===== src/rtl/prs_pkg.sv =====
package prs_pkg;
  typedef enum logic [2:0] {
    ST_IDLE,
    ST_WAIT,
    ST_DELAY,
    ST_RELEASED,
    ST_SHUTDOWN
  } prs_state_e;
endpackage


===== src/rtl/prs_wdog.sv =====
module prs_wdog #(
  parameter int WDOG_MS = 500
) (
  input  logic clk_i,
  input  logic rst_ni,
  input  logic run_i,
  input  logic tick_i,
  output logic expire_o
);
  localparam int WD_W = $clog2(WDOG_MS + 1);
  localparam logic [WD_W-1:0] LAST = WD_W'(WDOG_MS - 1);

  logic [WD_W-1:0] cnt_q;

  assign expire_o = run_i && tick_i && (cnt_q == LAST);

  always_ff @(posedge clk_i or negedge rst_ni) begin
    if (!rst_ni)                 cnt_q <= '0;
    else if (!run_i)             cnt_q <= '0;
    else if (tick_i && !expire_o) cnt_q <= cnt_q + 1'b1;
  end

  a_r5_wdog_bounded: assert property (@(posedge clk_i) disable iff (!rst_ni)
    cnt_q <= LAST);
endmodule


===== src/rtl/prs_delay.sv =====
module prs_delay #(
  parameter int DLY_W = 16
) (
  input  logic             clk_i,
  input  logic             rst_ni,
  input  logic             load_i,
  input  logic [DLY_W-1:0] len_i,
  input  logic             run_i,
  input  logic             tick_i,
  output logic             done_o
);
  logic [DLY_W-1:0] cnt_q;

  assign done_o = run_i && (cnt_q == '0);

  always_ff @(posedge clk_i or negedge rst_ni) begin
    if (!rst_ni)                          cnt_q <= '0;
    else if (load_i)                      cnt_q <= len_i;
    else if (run_i && tick_i && cnt_q != '0) cnt_q <= cnt_q - 1'b1;
  end

  a_r7_count_down: assert property (@(posedge clk_i) disable iff (!rst_ni)
    (run_i && !load_i && tick_i && cnt_q != '0) |=> (cnt_q == $past(cnt_q) - 1'b1));
  a_r7_hold_no_tick: assert property (@(posedge clk_i) disable iff (!rst_ni)
    (run_i && !load_i && !tick_i) |=> $stable(cnt_q));
endmodule


===== src/rtl/prs_flag.sv =====
module prs_flag (
  input  logic clk_i,
  input  logic rst_ni,
  input  logic set_i,
  input  logic clr_i,
  output logic q_o
);
  always_ff @(posedge clk_i or negedge rst_ni) begin
    if (!rst_ni)     q_o <= 1'b0;
    else if (set_i)  q_o <= 1'b1;
    else if (clr_i)  q_o <= 1'b0;
  end

  a_r8_sticky: assert property (@(posedge clk_i) disable iff (!rst_ni)
    (q_o && !clr_i) |=> q_o);
  a_r8_set_wins: assert property (@(posedge clk_i) disable iff (!rst_ni)
    set_i |=> q_o);
endmodule


===== src/rtl/proc_reset_seq.sv =====
module proc_reset_seq
  import prs_pkg::*;
#(
  parameter int N_REG   = 4,
  parameter int WDOG_MS = 500,
  parameter int DLY_W   = 16
) (
  input  logic             clk_i,
  input  logic             rst_ni,
  input  logic             start_i,
  input  logic             trig_i,
  input  logic [N_REG-1:0] uv_i,
  input  logic [N_REG-1:0] uv_en_i,
  input  logic             dly_err_i,
  input  logic             tick_i,
  input  logic [DLY_W-1:0] dly_len_i,
  input  logic             irq_clr_i,
  output logic             proc_rst_no,
  output logic             timeout_irq_o,
  output logic             shutdown_o
);
  prs_state_e st_q, st_d;
  logic healthy, go_trig, wd_exp, dly_done, load_dly, irq_set;

  assign healthy = ~|(uv_i & uv_en_i);
  assign go_trig = (st_q == ST_WAIT) && trig_i && healthy;
  assign load_dly = start_i && !dly_err_i && (st_q == ST_WAIT) && (go_trig || wd_exp);
  assign irq_set = start_i && (dly_err_i ||
                   ((st_q == ST_WAIT) && wd_exp && !trig_i));

  prs_wdog #(.WDOG_MS(WDOG_MS)) i_wdog (
    .clk_i   (clk_i),
    .rst_ni  (rst_ni),
    .run_i   (start_i && st_q == ST_WAIT),
    .tick_i  (tick_i),
    .expire_o(wd_exp)
  );

  prs_delay #(.DLY_W(DLY_W)) i_delay (
    .clk_i (clk_i),
    .rst_ni(rst_ni),
    .load_i(load_dly),
    .len_i (dly_len_i),
    .run_i (start_i && st_q == ST_DELAY),
    .tick_i(tick_i),
    .done_o(dly_done)
  );

  prs_flag i_irq (
    .clk_i (clk_i),
    .rst_ni(rst_ni),
    .set_i (irq_set),
    .clr_i (irq_clr_i),
    .q_o   (timeout_irq_o)
  );

  always_comb begin
    st_d = st_q;
    if (!start_i)       st_d = ST_IDLE;
    else if (dly_err_i) st_d = ST_SHUTDOWN;
    else begin
      unique case (st_q)
        ST_IDLE:  st_d = ST_WAIT;
        ST_WAIT:  if (go_trig || wd_exp) st_d = ST_DELAY;
        ST_DELAY: if (dly_done) st_d = ST_RELEASED;
        default:  st_d = st_q;
      endcase
    end
  end

  always_ff @(posedge clk_i or negedge rst_ni) begin
    if (!rst_ni) st_q <= ST_IDLE;
    else         st_q <= st_d;
  end

  assign proc_rst_no = (st_q == ST_RELEASED);
  assign shutdown_o  = (st_q == ST_SHUTDOWN);

  a_r10_stop_idles: assert property (@(posedge clk_i) disable iff (!rst_ni)
    !start_i |=> (!proc_rst_no && !shutdown_o));
  a_r9_err_shuts: assert property (@(posedge clk_i) disable iff (!rst_ni)
    (start_i && dly_err_i) |=> (shutdown_o && timeout_irq_o && !proc_rst_no));
  a_r9_shutdown_sticks: assert property (@(posedge clk_i) disable iff (!rst_ni)
    (shutdown_o && start_i) |=> shutdown_o);
  a_r3_uv_blocks: assert property (@(posedge clk_i) disable iff (!rst_ni)
    (st_q == ST_WAIT && start_i && !dly_err_i && !healthy && !wd_exp) |=> (st_q == ST_WAIT));
  a_r2_release_from_delay: assert property (@(posedge clk_i) disable iff (!rst_ni)
    $rose(proc_rst_no) |-> ($past(st_q) == ST_DELAY));
endmodule


===== config.mk =====
export PLATFORM = sky130hd
export DESIGN_NAME = proc_reset_seq
export DESIGN_NICKNAME = d
export VERILOG_FILES = /design/src/rtl/prs_pkg.sv /design/src/rtl/prs_wdog.sv /design/src/rtl/prs_delay.sv /design/src/rtl/prs_flag.sv /design/src/rtl/proc_reset_seq.sv
export SDC_FILE = /design/constraint.sdc
export NUM_CORES = 1
export LEC_CHECK = 0
export BUFFER_PORTS_ARGS = -buffer_cell sky130_fd_sc_hd__clkbuf_2
export CORE_ASPECT_RATIO = 1.4
export CORE_UTILIZATION = 45
export CTS_CLUSTER_DIAMETER = 30
export DETAILED_ROUTE_END_ITERATION = 7
export PLACE_DENSITY = 0.7
export SLEW_MARGIN = 30
export SYNTH_ARGS = -nofsm -noshare
export SYNTH_HDL_FRONTEND = slang
export SYNTH_SLANG_ARGS = --single-unit

===== constraint.sdc =====
create_clock -name clk_i -period 2.2 [get_ports clk_i]
set_input_delay 0.11 -clock clk_i [delete_from_list [all_inputs] [get_ports clk_i]]
set_output_delay 0.11 -clock clk_i [all_outputs]
set_load 0.005 [all_outputs]

Word level (Yosys, flattened, before mapping)
Cells that the tools add are included.
{ "classes": {"add_sub_neg": 2, "eq_ne": 9, "muxes": 11, "n_bitwise": 1, "n_reduce_logical": 29} }
{ "ops": {"columns": ["operator", "count"], "rows": [
  ["$mux W16", 2],
  ["$mux W9", 2],
  ["$logic_and A1 B1 Y1", 16],
  ["$logic_not A16 Y1", 1],
  ["$reduce_bool A16 Y1", 1],
  ["$sub A16 B1 Y16 const B", 1],
  ["$mux W3", 4],
  ["$add A9 B1 Y9 const B", 1],
  ["$eq A9 B9 Y1 const B", 1],
  ["$pmux W3 S3", 1],
  ["$ne A4 B4 Y1 const B", 2],
  ["$eq A3 B2 Y1 const B", 2],
  ["$ne A5 B1 Y1 const B", 1],
  ["$and A4 B4 Y4", 1],
  ["$logic_not A1 Y1", 4],
  ["$reduce_bool A2 Y1", 2],
  ["$reduce_or A4 Y1", 1],
  ["$eq A3 B1 Y1 const B", 1],
  ["$eq A3 B3 Y1 const B", 1],
  ["$logic_not A3 Y1", 1],
  ["$reduce_and A3 Y1", 1],
  ["$logic_or A1 B1 Y1", 2],
  ["$mux W1", 2],
  ["$ne A2 B2 Y1 const B", 1]
]} }
{ "totals": {"ff_bits": 29, "input_bits": 31, "out_inout_bits": 3} }

Logic depth before layout (Yosys ltp)
{ "depth": {"ltp_word": 9, "mapped_depth": 9} }

Cells and area by module
From an unflattened synthesis, not the netlist that was laid out.
{ "hier_totals": {"cells_unflattened": 205, "hier_area_um2": 1844.3} }
{ "by_module_without_submodules": {"columns": ["module", "instances", "cells_per_inst", "area_per_inst_um2", "seq_area_each_um2"], "rows": [
  ["prs_delay", 1, 125, 1086.0, 400.4],
  ["prs_wdog", 1, 50, 486.7, 225.2],
  ["proc_reset_seq", 1, 27, 235.2, 75.1],
  ["prs_flag", 1, 3, 36.3, 25.0]
]} }

Worst setup path after synthesis
OpenSTA, ideal clock, no wires.
{ "synth_path": {"path_kind": "reg2reg", "start": "reg i_wdog.cnt_q[0]", "end": "reg i_delay.cnt_q[10]", "setup_time_ps": 118, "t_arrival_ps": 1986, "required_time_ps": 2082, "path_slack_ps": 96, "stages_incl_launch_ff": 8, "path_buffers": 1, "period_less_slack_ps": 2104, "cell_sequence": "dfrtp_1 -> ha_1 -> nand2_2 -> or4_4 -> buf_6 -> a211o_4 -> mux2_2 -> a21o_1"} }
{ "synth_via": {"elab_chain_cells": 5, "word_cells_on_any_way": 6, "cone_classes": "1 x eq/ne; 1 x mux; 4 x reduce/logical"} }
{ "synth_rtl": {"columns": ["item", "line", "source"], "rows": [
  ["start: declaration", "prs_wdog.sv:13", "logic [WD_W-1:0] cnt_q;"],
  ["start signal: assignment", "prs_wdog.sv:20", "else if (tick_i && !expire_o) cnt_q <= cnt_q + 1'b1;"],
  ["$eq A9 B9 Y1 (*)", "prs_wdog.sv:15", "assign expire_o = run_i && tick_i && (cnt_q == LAST);"],
  ["$logic_and A1 B1 Y1 (*)", "prs_wdog.sv:15", null],
  ["$logic_or A1 B1 Y1 (*)", "proc_reset_seq.sv:27", "assign load_dly = start_i && !dly_err_i && (st_q == ST_WAIT) && (go_trig || wd_exp);"],
  ["$logic_and A1 B1 Y1 (*)", "proc_reset_seq.sv:27", null],
  ["$mux W16 or $reduce_bool A2 Y1 (tied branches)", null, null],
  ["end signal: assignment", "prs_delay.sv:18", "else if (load_i) cnt_q <= len_i;"],
  ["end signal: assignment", "prs_delay.sv:19", "else if (run_i && tick_i && cnt_q != '0) cnt_q <= cnt_q - 1'b1;"],
  ["end: declaration", "prs_delay.sv:12", "logic [DLY_W-1:0] cnt_q;"]
]} }
Mark *: on every way between the ends. The rest lies on a longest branch, timed or not.
A chain may end at the register's enable or synchronous reset.

Worst setup path in the final report
{ "layout_path": {"start": "reg i_wdog.cnt_q[1]", "end": "reg i_delay.cnt_q[5]"} }
The elaborated chain is that of the path after synthesis.

==> impl_metrics.env <==
export IMPL_outcome="completed"
export IMPL_cp_data_required_time_ns=2.37
export IMPL_synth_area_leader_cell="dfrtp_1"
export IMPL_start_util=0.474
export IMPL_placementRows=26
export IMPL_kind_of_critical_path="flip-flop to flip-flop"
export IMPL_synth_enable_flop_cells=0
export IMPL_synthMostInstantiatedCell="dfrtp_1"
export IMPL_period_needed_ns=2.15
export IMPL_netlist_top_cells_count="dfrtp_1, nand2_1, nor2_1, a21oi_1, nor3_1"
export IMPL_worst_slew_pin_slew_ns=0.750
export IMPL_synthDominantCellAreaShare=0.417
export IMPL_first_pass_grt_wire_length_mm=6.76
export IMPL_syn2layout_area_growth_pct=28.8
export IMPL_critical_path_startpoint="i_wdog.cnt_q[1]$_DFFE_PN0P_"
export IMPL_number_of_buffers_inserted_during_clock_tree_synthesis=5
export IMPL_worstSetupEndpointType="flip-flop"
export IMPL_power_density_nw_per_um2=540
export IMPL_final_hold_viol_count=0
export IMPL_timing_hold_worst_path_depth=2
export IMPL_die_footprint_um2=4130
export IMPL_ys_top_cells_by_area="dfrtp_1, nand2_1, nor2_1, a221o_1, xor2_1"
export IMPL_overflow=0
export IMPL_drt_antenna_violating_nets=0
export IMPL_dieHeight_um=75.6
export IMPL_count_of_yosys_warnings_during_synthesis=0
export IMPL_avgRoutedWirePerCell_um=14.8
export IMPL_reg_to_reg_end="i_delay.cnt_q[5]$_DFFE_PN0P_"
export IMPL_fmax_mhz=465
export IMPL_worstSkewPairLatency_ns=0.28
export IMPL_detailroute_via_count=1657
export IMPL_remaining_drc_errors=0
export IMPL_critPathArrivalTime_ns=2.32
export IMPL_postRouteWirelength_mm=4.30
export IMPL_launch_instance_of_the_worst_min_delay_path="trig_i"
export IMPL_drv_slew=0
export IMPL_max_clock_path_buffers=2
export IMPL_io_buffer_count=33
export IMPL_drive_gt1_frac=0.313
export IMPL_hold_path_class="primary input to flip-flop"
export IMPL_vdd_ir_drop_worst_mv=0.456
export IMPL_worst_clock_skew_ns=0.00888
export IMPL_grt_max_degree=30
export IMPL_crit_fanout=4
export IMPL_syn_instance_count=188
export IMPL_critical_register_to_register_path_startpoint="i_wdog.cnt_q[1]$_DFFE_PN0P_"
export IMPL_crit_path_start_kind="flip-flop"
export IMPL_ios=34
export IMPL_diodes=0
export IMPL_ys_async_sr_fraction=1.00
export IMPL_number_of_antenna_violations_at_the_first_check_in_global_routing=0
export IMPL_fin_crit_sh=0.977
export IMPL_floorplan_core_area_um2=3680
export IMPL_cts_tree="built"
export IMPL_reg2reg_setup_slack_ns=0.05
export IMPL_ys_seq_elements=29
export IMPL_post_route_util=0.610
export IMPL_max_cap_violations=0
export IMPL_h_tree_depth=2
export IMPL_dp_final_hpwl_mm=3.05
export IMPL_clock_sinks=29
export IMPL_static_leakage_power_nw=1.08
export IMPL_first_global_vias=1608
export IMPL_avgSynthCellArea_um2=9.26
export IMPL_synth_nets=222
export IMPL_floorplan_die_width_um=54.6
export IMPL_post_route_worst_setup_slack_ns=0.0512
export IMPL_dp_slack_ns=-0.0244
export IMPL_seq_area_frac_synth=0.417
export IMPL_clockRootBuffer="clkbuf_8"
export IMPL_netlist_cell_type_count=55
export IMPL_layout_nets=282
export IMPL_synth_cell_area_um2=1740
export IMPL_clkTransAtPathRegs_ns=0.06
export IMPL_layoutNonFillerInstCount=291
export IMPL_worst_hold_path_endpoint="i_irq.q_o$_DFFE_PN0P_"
export IMPL_setup_violations_final=0
export IMPL_depth_of_the_worst_register_to_register_path=7
export IMPL_grt_use_total=0.230
export IMPL_timing_slew_headroom=0.500
export IMPL_placedCellCount=279
export IMPL_vias_per_cell=5.69
export IMPL_drt_iter0_drc=32
export IMPL_routabilityCongestion=0.861
export IMPL_ys_dominant_reg_cell="dfrtp_1"
export IMPL_drt_pass1_iterations=4
export IMPL_setup_tns_final_ns=0
[per-stage QoR]
stage	instance area, um2	hold slack [ns]	power, mW
2_1_floorplan	1740	-0.186	0.646
3_3_place_gp	2090	0.200	0.728
3_5_place_dp	2090	0.207	0.731
4_1_cts	2200	0.0317	1.22
5_1_grt	2240	0.0286	1.26
6_report	2240	0.0375	1.21
[worst max-delay path: stages (launching register included)]
cell	delay, ns
dfrtp_1	0.37
ha_1	0.19
nand2_2	0.08
or4_4	0.53
a211oi_4	0.29
nor2_1	0.08
buf_4	0.16
a221o_1	0.33
[report_power, final]
| group | leakage [nW] | internal [mW] | switching, mW |
|---|---|---|---|
| combinational | 0.624 | 0.0809 | 0.0896 |
| sequential | 0.400 | 0.545 | 0.00961 |
| clock | 0.0542 | 0.282 | 0.204 |
| total | 1.08 | 0.908 | 0.303 |
[layout by cell type (no fill, tap or decap), types with 6 or more instances in the layout]
| cell | count |
|---|---|
| a221o_1 | 6 |
| xor2_1 | 6 |
| buf_4 | 24 |
| nor3_1 | 10 |
| clkbuf_8 | 7 |
| a21oi_1 | 10 |
| nand3_1 | 6 |
| o21ai_0 | 6 |
| nor2_1 | 18 |
| dfrtp_1 | 29 |
| clkbuf_2 | 33 |
| nand2_1 | 21 |
[cells by family (layout without fill, tap and decap cells)]
family,count (synthesis),after routing,share of synthesized area
adders and majority gates,3,3,0.0216
AOI/OAI and AO/OA,48,48,0.207
and+or+nand+nor,83,83,0.253
xor gates and xnor gates,10,10,0.0503
DFF,29,29,0.417
muxes,2,2,0.0122
buffers and inverters,13,74,0.0395
[how the worst max path moves through the flow]
| stage | endpoint | slack, ns | cells past startpoint |
|---|---|---|---|
| finish | i_delay.cnt_q[5]$_DFFE_PN0P_ | 0.05 | 7 |
| global route | i_delay.cnt_q[5]$_DFFE_PN0P_ | -0.02 | 7 |
| CTS | i_delay.cnt_q[7]$_DFFE_PN0P_ | 0.01 | 7 |
| detailed placement | i_delay.cnt_q[7]$_DFFE_PN0P_ | -0.02 | 7 |
| global placement | i_delay.cnt_q[7]$_DFFE_PN0P_ | 0.04 | 7 |
| floorplan | i_delay.cnt_q[10]$_DFFE_PN0P_ | 0.1 | 7 |
[cell type report]
class / instances / area [um2]
fillers: 335 / 1430
multi-input cells: 146 / 953
flip-flops and latches: 29 / 726
repair buffers: 61 / 392
clock buffers: 7 / 96.3
well taps: 42 / 52.6
inverters: 5 / 18.8
clock inverters: 1 / 5.00
[sequential cells by signal, indices dropped and copies added, names as in the netlist]
signal and flops:
st_q 3, i_irq.q_o 1, i_wdog.cnt_q 9, i_delay.cnt_q 16
[routing by layer]
layer / global-route usage / wire length (um)
met1: 0.250 / 1760
met2: 0.411 / 2330
met3: 0.0599 / 142
met4: 0.0883 / 70
met5: 0 / 0
[what timing repair did]
item	4_1_cts	5_1_grt
cloned	0	1
endpoints found under the hold margin	29	0
hold buffers	1	0
pin swaps	0	1
resized for setup	1	1
endpoints found under the setup margin	2	10
buffers inserted	0	2
No activity file was read; power rests on OpenSTA's default activity.
